`src/rtl/rowdelay_pkg.sv`:
```
package rowdelay_pkg;
   // width of an index able to hold values 0 .. n-1 (at least one bit)
   function automatic int idx_w(input int n);
      return (n > 1) ? $clog2(n) : 1;
   endfunction
endpackage

```
`src/rtl/rowdelay_ptr.sv`:
```
module rowdelay_ptr
   import rowdelay_pkg::*;
#(
   parameter int ROWS = 8,
   parameter int COLS = 4,
   localparam int DELAY = ROWS * COLS,
   localparam int RW = idx_w(ROWS),
   localparam int CW = idx_w(COLS),
   localparam int FW = idx_w(DELAY)
) (
   input  logic          clk,
   input  logic          rst,
   input  logic          adv,
   output logic [RW-1:0] row,
   output logic [CW-1:0] col,
   output logic [ROWS-1:0] row_sel,
   output logic          filled
);
   logic [FW-1:0] fill_cnt;

   always_ff @(posedge clk) begin
      if (rst) begin
         row      <= '0;
         col      <= '0;
         fill_cnt <= '0;
      end else if (adv) begin
         if (col == CW'(COLS-1)) begin
            col <= '0;
            row <= (row == RW'(ROWS-1)) ? '0 : row + 1'b1;
         end else begin
            col <= col + 1'b1;
         end
         if (fill_cnt != FW'(DELAY-1))
            fill_cnt <= fill_cnt + 1'b1;
      end
   end

   assign filled = (fill_cnt == FW'(DELAY-1));

   always_comb begin
      row_sel = '0;
      row_sel[row] = 1'b1;
   end

   a_r5_wrap: assert property (@(posedge clk) disable iff (rst)
      (adv && row == RW'(ROWS-1) && col == CW'(COLS-1)) |=> (row == '0 && col == '0));
   a_r3_hold: assert property (@(posedge clk) disable iff (rst)
      !adv |=> ($stable(row) && $stable(col)));
endmodule

```
`src/rtl/rowdelay_array.sv`:
```
module rowdelay_array
   import rowdelay_pkg::*;
#(
   parameter int ROWS  = 8,
   parameter int COLS  = 4,
   parameter int WIDTH = 16,
   localparam int RW = idx_w(ROWS),
   localparam int CW = idx_w(COLS)
) (
   input  logic             clk,
   input  logic             rst,
   input  logic             wr_en,
   input  logic [ROWS-1:0]  row_sel,
   input  logic [RW-1:0]    row,
   input  logic [CW-1:0]    col,
   input  logic [WIDTH-1:0] wdata,
   output logic [WIDTH-1:0] rdata
);
   logic [WIDTH-1:0] mem [ROWS][COLS];
   logic [ROWS*COLS-1:0] we_vec;

   for (genvar r = 0; r < ROWS; r++) begin : g_row
      for (genvar c = 0; c < COLS; c++) begin : g_word
         logic we;
         if (c == COLS-1) begin : g_port2
            // second write port, selected by the following row (wrapping)
            assign we = wr_en && row_sel[(r+1) % ROWS] && (col == '0);
         end else begin : g_port1
            // shared-row port: write trails the read column by one
            assign we = wr_en && row_sel[r] && (col == CW'(c+1));
         end
         assign we_vec[r*COLS+c] = we;
         always_ff @(posedge clk) begin
            if (we) mem[r][c] <= wdata;
         end
      end
   end

   assign rdata = mem[row][col];

   a_r4_one_write: assert property (@(posedge clk) disable iff (rst)
      $onehot0(we_vec));
   a_r4_write_when_valid: assert property (@(posedge clk) disable iff (rst)
      wr_en |-> ($countones(we_vec) == 1));
endmodule

```
`src/rtl/rowdelay_line.sv`:
```
module rowdelay_line
   import rowdelay_pkg::*;
#(
   parameter int ROWS  = 8,
   parameter int COLS  = 4,
   parameter int WIDTH = 16,
   localparam int RW = idx_w(ROWS),
   localparam int CW = idx_w(COLS)
) (
   input  logic             clk,
   input  logic             rst,
   input  logic             in_valid,
   input  logic [WIDTH-1:0] in_data,
   output logic             out_valid,
   output logic [WIDTH-1:0] out_data
);
   initial begin
      if (ROWS < 2)  $error("rowdelay_line: ROWS must be at least 2");
      if (COLS < 2)  $error("rowdelay_line: COLS must be at least 2");
      if (WIDTH < 1) $error("rowdelay_line: WIDTH must be positive");
   end

   logic [RW-1:0]    row;
   logic [CW-1:0]    col;
   logic [ROWS-1:0]  row_sel;
   logic             filled;
   logic [WIDTH-1:0] rdata;

   rowdelay_ptr #(.ROWS(ROWS), .COLS(COLS)) u_ptr (
      .clk(clk), .rst(rst), .adv(in_valid),
      .row(row), .col(col), .row_sel(row_sel), .filled(filled)
   );

   rowdelay_array #(.ROWS(ROWS), .COLS(COLS), .WIDTH(WIDTH)) u_arr (
      .clk(clk), .rst(rst), .wr_en(in_valid), .row_sel(row_sel),
      .row(row), .col(col), .wdata(in_data), .rdata(rdata)
   );

   always_ff @(posedge clk) begin
      if (rst) out_valid <= 1'b0;
      else     out_valid <= in_valid && filled;
      if (in_valid) out_data <= rdata;
   end

   a_r7_follow: assert property (@(posedge clk) disable iff (rst)
      out_valid |-> $past(in_valid));
   a_r6_after_reset: assert property (@(posedge clk) disable iff (rst)
      $past(rst) |-> !out_valid);
endmodule

```
`config.mk`:
```
export PLATFORM = sky130hd
export DESIGN_NAME = rowdelay_line
export DESIGN_NICKNAME = d
export VERILOG_FILES = /design/src/rtl/rowdelay_pkg.sv /design/src/rtl/rowdelay_ptr.sv /design/src/rtl/rowdelay_array.sv /design/src/rtl/rowdelay_line.sv
export SDC_FILE = /design/constraint.sdc
export NUM_CORES = 1
export LEC_CHECK = 0
export ABC_AREA = 1
export BUFFER_PORTS_ARGS = -buffer_cell sky130_fd_sc_hd__buf_2
export CAP_MARGIN = 10
export CORE_MARGIN = 2
export CORE_UTILIZATION = 23
export CTS_CLUSTER_DIAMETER = 150
export DETAILED_ROUTE_END_ITERATION = 12
export GPL_TIMING_DRIVEN = 0
export PLACE_DENSITY = 0.4
export SYNTH_ARGS = -nofsm -noshare
export SYNTH_HDL_FRONTEND = slang
export SYNTH_HIERARCHICAL = 1
export SYNTH_SLANG_ARGS = --single-unit
```
`constraint.sdc`:
```
create_clock -name clk -period 2.3 [get_ports clk]
set_input_delay 0.23 -clock clk [delete_from_list [all_inputs] [get_ports clk]]
set_output_delay 0.23 -clock clk [all_outputs]
set_load 0.05 [all_outputs]
```
== After elaboration in Yosys (flattened, before gate mapping) ==
Memories as Yosys holds them, arrays and structs flattened. A register that Yosys moved wholly into a read port is not among the register bits.
Index checks and enable logic that the tools add are counted.

* Output and inout bits: 17
* ROM bits: 0
* Memories: 1
* RAM bits: 512
* Register bits after elaboration: 27
* Bits in latches: 0

* Bitwise gates (word level): 1
* Reductions and logical operators: 52
* Eq/ne operators: 6
* $lt $le $gt $ge: 3
* Multipliers: 0
* Divide/modulo/power cells: 0
* Muxes and demuxes: 94
* Shift operators: 0
* Add/subtract/negate cells: 3

{| class="wikitable"
|+ Memory list
! memory !! words !! bits a word !! rd ports !! clocked after memory_dff !! wr ports !! line !! source
|-
| u_arr.mem || 8 || 64 || 1 || 1 || 1 || rowdelay_array.sv:19 || <nowiki>logic [WIDTH-1:0] mem [ROWS][COLS];</nowiki>
|}

{| class="wikitable"
|+ Operators by type and width
! operator !! count
|-
| 2-to-1 mux 64 bit || 7
|-
| OR reduction 64 bit || 7
|-
| 2-to-1 mux 1 bit || 65
|-
| logical AND 1 bit || 42
|-
| binary-select mux 16 bit (select 2 bit) || 1
|-
| 2-to-1 mux 16 bit || 2
|-
| 2-to-1 mux 3 bit || 10
|-
| 2-to-1 mux 4 bit || 7
|-
| adder 5 x 1 -> 5 bit, second input constant || 1
|-
| equality test 5 bit, second input constant || 1
|-
| != test 5 bit, second input constant || 1
|-
| equality test 2 bit, second input constant || 2
|-
| less-than comparator 3 x 4 -> 1 bit, second input constant || 1
|-
| AND reduction 2 bit || 2
|-
| adder 3 x 1 -> 3 bit, second input constant || 1
|-
| demux 1 bit (select 3 bit) || 1
|-
| equality test 3 bit, second input constant || 1
|-
| >= comparator 3 x 1 -> 1 bit, second input constant || 1
|-
| >= comparator 3 bit, second input constant || 1
|-
| inverter 2 -> 3 bit || 1
|-
| adder 2 x 1 -> 2 bit, second input constant || 1
|-
| equality test 2 x 1 -> 1 bit, second input constant || 1
|-
| zero test 2 bit || 1
|-
| 2-to-1 mux 2 bit || 1
|}

== Depth between registers and ports, before layout ==
* Depth in word-level cells: 16
* Depth in mapped cells: 12
* Mapped depth without buffers: 9

== Cells and area by module ==
Netlist, hierarchy kept.

{| class="wikitable"
|+ By module, submodules not included
! module !! area each (um^2) !! cells each !! seq. area each (um^2) !! times used
|-
| rowdelay_array || 22167.5 || 2124 || 15374.7 || 1
|-
| rowdelay_ptr || 516.7 || 68 || 200.2 || 1
|-
| rowdelay_line || 510.5 || 19 || 500.5 || 1
|}

== Worst setup path before layout ==
OpenSTA, ideal clock, no wires.

* Kind: register to register
* Start: reg u_ptr.col[0]
* End: mem u_arr/mem[0][48] in the netlist's numbering (enable)
* Cell stages (with the launch flop): 6
* Arrival time: 1.726 ns
* Library setup time: 0.388 ns
* Path buffers: 1
* Setup slack: 0.186 ns
* Cell sequence: dfxtp_1 > inv_1 > nor2_2 > buf_4 > inv_1 > nor2_1

{| class="wikitable"
|+ RTL lines
! element !! line !! source
|-
| from (decl) || rowdelay_ptr.sv:15 || <nowiki>output logic [CW-1:0] col,</nowiki>
|-
| from (signal assigned) || rowdelay_ptr.sv:31 || <nowiki>col <= col + 1'b1;</nowiki>
|-
| equality test 2 x 1 -> 1 bit || rowdelay_array.sv:30 || <nowiki>assign we = wr_en && row_sel[r] && (col == CW'(c+1));</nowiki>
|-
| logical AND 1 bit || rowdelay_array.sv:30 ||
|-
| named net u_arr.g_row[0].g_word[0].we || rowdelay_array.sv:24 || <nowiki>logic we;</nowiki>
|-
| 2-to-1 mux 1 bit || rowdelay_array.sv:34 || <nowiki>if (we) mem[r][c] <= wdata;</nowiki>
|-
| 2-to-1 mux 1 bit (not written as such) || rowdelay_array.sv:34 ||
|-
| 2-to-1 mux 4 bit (no line) (7 in series) || - ||
|-
| to (decl) || rowdelay_array.sv:19 ||
|}

The timed path passes the listed nets, and every way through them passes these cells.

== Final worst setup path ==
* Start: reg u_ptr.col[0]
* End: reg out_data[14], data pin

* Longest elaborated chain between the ends: 4

{| class="wikitable"
|+ RTL lines
! element !! line !! source
|-
| inverter 2 -> 3 bit (not written as such) || rowdelay_array.sv:39 || <nowiki>assign rdata = mem[row][col];</nowiki>
|-
| binary-select mux 16 bit (select 2 bit) || rowdelay_array.sv:39 ||
|-
| 2-to-1 mux 16 bit (not written as such) (2 in series) || rowdelay_array.sv:39 ||
|-
| named net rdata[14] || rowdelay_line.sv:27 || <nowiki>logic [WIDTH-1:0] rdata;</nowiki>
|-
| to (signal assigned) || rowdelay_line.sv:42 || <nowiki>if (in_valid) out_data <= rdata;</nowiki>
|-
| to (decl) || rowdelay_line.sv:15 || <nowiki>output logic [WIDTH-1:0] out_data</nowiki>
|}

The timed path passes the listed nets, and every way through them passes these cells. The select of a mux whose other input is x is not followed.
A chain may end at the register's enable or synchronous reset.

==> results by group <==
Detailed routing
  • Total length of routed wires: 90,100 um
  • Vias per inst: 4.39
  • Post-DR wirelength/cell: 24.2 um
  • Pre-antenna DRT Iters: 5
  • Drt drc: 0
  • DR iter-0 viols: 1,834
  • Final ANT Viol Nets: 0
  • Vias: 16,400

Synth
  • Post-Syn Nets: 2,235
  • Synth Area in Simple Gates: 21.2%
  • Adder-Cell Fraction of Synth Area: 0.270%
  • Yosys warnings: 6
  • Synthesis-stage register bit count: 539
  • Post-Synth XOR/XNOR Area: 0%
  • Cell count after synthesis: 2,211
  • Netlist cell types: 23
  • Post-synthesis cell area: 0.0232 mm^2
  • Post-synthesis mux area share: 0%
  • Avg Cell Area, Syn: 10.5 um^2
  • Synth Area in Compound Gates: 0.329%
  • Largest family of logic cells by synthesized area: simple AND/OR/NAND/NOR gates
  • Post-synthesis sequential area ratio: 69.3%

Pwr
  • Switching Share: 23.5%
  • Power Total: 0.0221 W
  • Clk pwr share: 44.3%
  • Maximum vdd drop: 388 uV
  • Combinational Power Share: 6.2%
  • Net switching power: 0.00519 W
  • Internal: 0.0169 W
  • Static leakage: 11.6 nW
  • PwrDens: 772 mW/mm^2
  • Seq pwr share: 49.5%

Global route
  • GRT Residual Overflow: 0
  • Initial antenna violation count: 4
  • Number of global-route vias before repair: 15,500
  • Largest net degree at the start of global routing: 33
  • First-pass GRT wire length: 124,000 um
  • Gr usage total: 17.4%

Die
  • Die Height: 322 um
  • Site Rows: 116
  • Initial cell density of the core: 23.2%
  • Core ar.: 0.100 mm^2
  • Die area: 0.103 mm^2
  • Ports: 36
  • Chip width: 322 um

Setup path
  • R2R Path End: out_data[14]$_DFFE_PP_
  • WP data required: 2720 ps
  • Critical Path Start: u_ptr/col[0]$_SDFFE_PP0P_
  • CP endpoint: out_data[14]$_DFFE_PP_
  • Critical path class: flip-flop to flip-flop
  • R2R Setup Slk: 30 ps
  • Setup crit end kind: flip-flop
  • CP max FO: 10
  • Reg2reg path depth: 7
  • Worst r2r src: u_ptr/col[0]$_SDFFE_PP0P_
  • Critical path arrival: 2680 ps
  • Startpoint Class: flip-flop

Run status
  • Status: finished clean

STA
  • RSZ-0062 raised after global routing: yes
  • Final Hold Vio Count: 0
  • Relative slew margins: 27.9%
  • Fraction of the cycle the final worst path needs: 98.6%
  • Fin crit period: 2270 ps
  • Setup TNS: 0 ps
  • Slew Limit Fails: 0
  • Fmax: 0.441 GHz
  • Slew @ Worst Pin: 1080 ps
  • Final setup viols: 0
  • Fin worst setup slack: 33.2 ps
  • Post-route clock skew: 24.8 ps

Clocking
  • TritonCTS Buffers: 66
  • Num Clock Sinks: 539
  • Worst-path clk slew: 60 ps
  • Clk Latency, worst-skew pair: 610 ps
  • CTS tree: done
  • Clock root buffer: clkbuf_16
  • Clock Path Buffers: 3
  • H-tree levels: 3

Placement
  • Placed Cells incl. Taps: 3,567
  • RePlAce Congestion: 0.897
  • Pre-CTS setup slack: -579 ps
  • Post-DP HPWL: 59,400 um
  • Buffers on Ports: 35
  • DP Area: 0.0257 mm^2

Finish
  • Layout Nets: 2,405
  • Non-Filler Instances: 3,729
  • Post-route cell area: 0.0286 mm^2
  • Synthesis-to-finish area growth: 23.4%
  • Commonest non-fill, non-tap cell in the layout: nand2_1
  • Share of layout cells above drive strength 1: 14.9%
  • Most frequent cells in the layout: 767 x nand2_1, 528 x edfxtp_1, 352 x inv_1

Flow run
  • Max-capacitance violation count: 0

Min path
  • Hold Crit Class: primary input to flip-flop
## worst max-delay path, stage by stage, from the launching register on
cell and delay [ps]:
dfxtp_2 460, nand2_2 300, inv_1 390, buf_2 400, nand3_1 190, nand2_1 100
inv_1 40, nand2_1 190
## repair_timing
item                                   4_1_cts  5_1_grt
buffers inserted                            37        6
endpoints found under the hold margin        3        0
pin swaps                                   23        1
setup endpoints to repair                  403      253
hold buffers                                 1        0
resized for setup                           51       29
## power by group through the flow
stage | logic, W | clock network, W | registers, W
after floorplan | 0.000456 | 0 | 0.0113
after global placement | 0.00125 | 0 | 0.0111
after detailed placement | 0.00129 | 0 | 0.0111
after CTS | 0.00135 | 0.0100 | 0.0109
after global routing | 0.00145 | 0.0104 | 0.0109
final | 0.00137 | 0.00978 | 0.0109
## cells in the mapped netlist
cell | count | share of area, %
a21oi_1 | 5 | 0.11
a21oi_2 | 1 | 0.038
buf_1 | 16 | 0.26
buf_2 | 46 | 0.99
buf_4 | 13 | 0.42
buf_6 | 24 | 1.2
clkbuf_1 | 4 | 0.065
dfxtp_1 | 11 | 0.95
edfxtp_1 | 528 | 68
ha_1 | 5 | 0.27
inv_1 | 355 | 5.7
inv_2 | 13 | 0.21
inv_6 | 1 | 0.038
nand2_1 | 768 | 12
nand2_2 | 2 | 0.054
nand3_1 | 354 | 7.6
nor2_1 | 44 | 0.71
nor2_2 | 4 | 0.11
nor2_8 | 1 | 0.086
nor3_1 | 8 | 0.17
o21ai_0 | 5 | 0.11
o21ai_1 | 2 | 0.043
o21bai_1 | 1 | 0.032
## how the worst min path moves through the flow
stage / from / to / depth (start not counted)
CTS: in_valid / u_ptr/col[0]$_SDFFE_PP0P_ / 3
floorplan: rst / out_valid$_SDFF_PP0_ / 1
global route: in_valid / out_data[4]$_DFFE_PP_ / 1
detailed placement: rst / out_valid$_SDFF_PP0_ / 2
finish: in_data[13] / u_arr/mem[3][13]$_DFFE_PP_ / 1
global placement: rst / out_valid$_SDFF_PP0_ / 2
## routing by layer
layer,share of wire [%],GRT usage (%),vias up
met5,0,0,-
met4,3.0,5.98,0
met3,6.3,2.65,118
met2,46,27.9,555
met1,44,23.8,8195
li1,-,-,7508
## state kept, by name, summed over array words and instances, names as in the netlist
name	cells
u_arr/mem	512
out_data	16
u_ptr/fill_cnt	5
u_ptr/row	3
u_ptr/col	2
out_valid	1
## metrics by stage
stage | utilization [%] | hold slack, ps
finish | 28.6 | 262
floorplan | - | 297
CTS | 28.4 | 262
global placement | 25.0 | 469
global route | 28.6 | 286
detailed placement | 25.7 | 472
## cells by family after synthesis
logic type / count (synthesis)
AND/OR/NAND/NOR: 1181
buffers and inverters: 472
adder cells (fa/ha/maj): 5
flip-flops: 539
AO/OA/AOI/OAI: 14
## final cells by class
type	instances	area (um^2)
Fill cell	10200	71400
Timing Repair Buffer	102	1420
Multi-Input combinational cell	1200	5360
Inverter	369	1400
Buffer	103	743
Sequential cell	539	16100
Antenna cell	4	10.0
Tap cell	1298	1620
Clock inverter	24	120
Clock buffer	90	1880
Power figures use the tool's default switching activity.
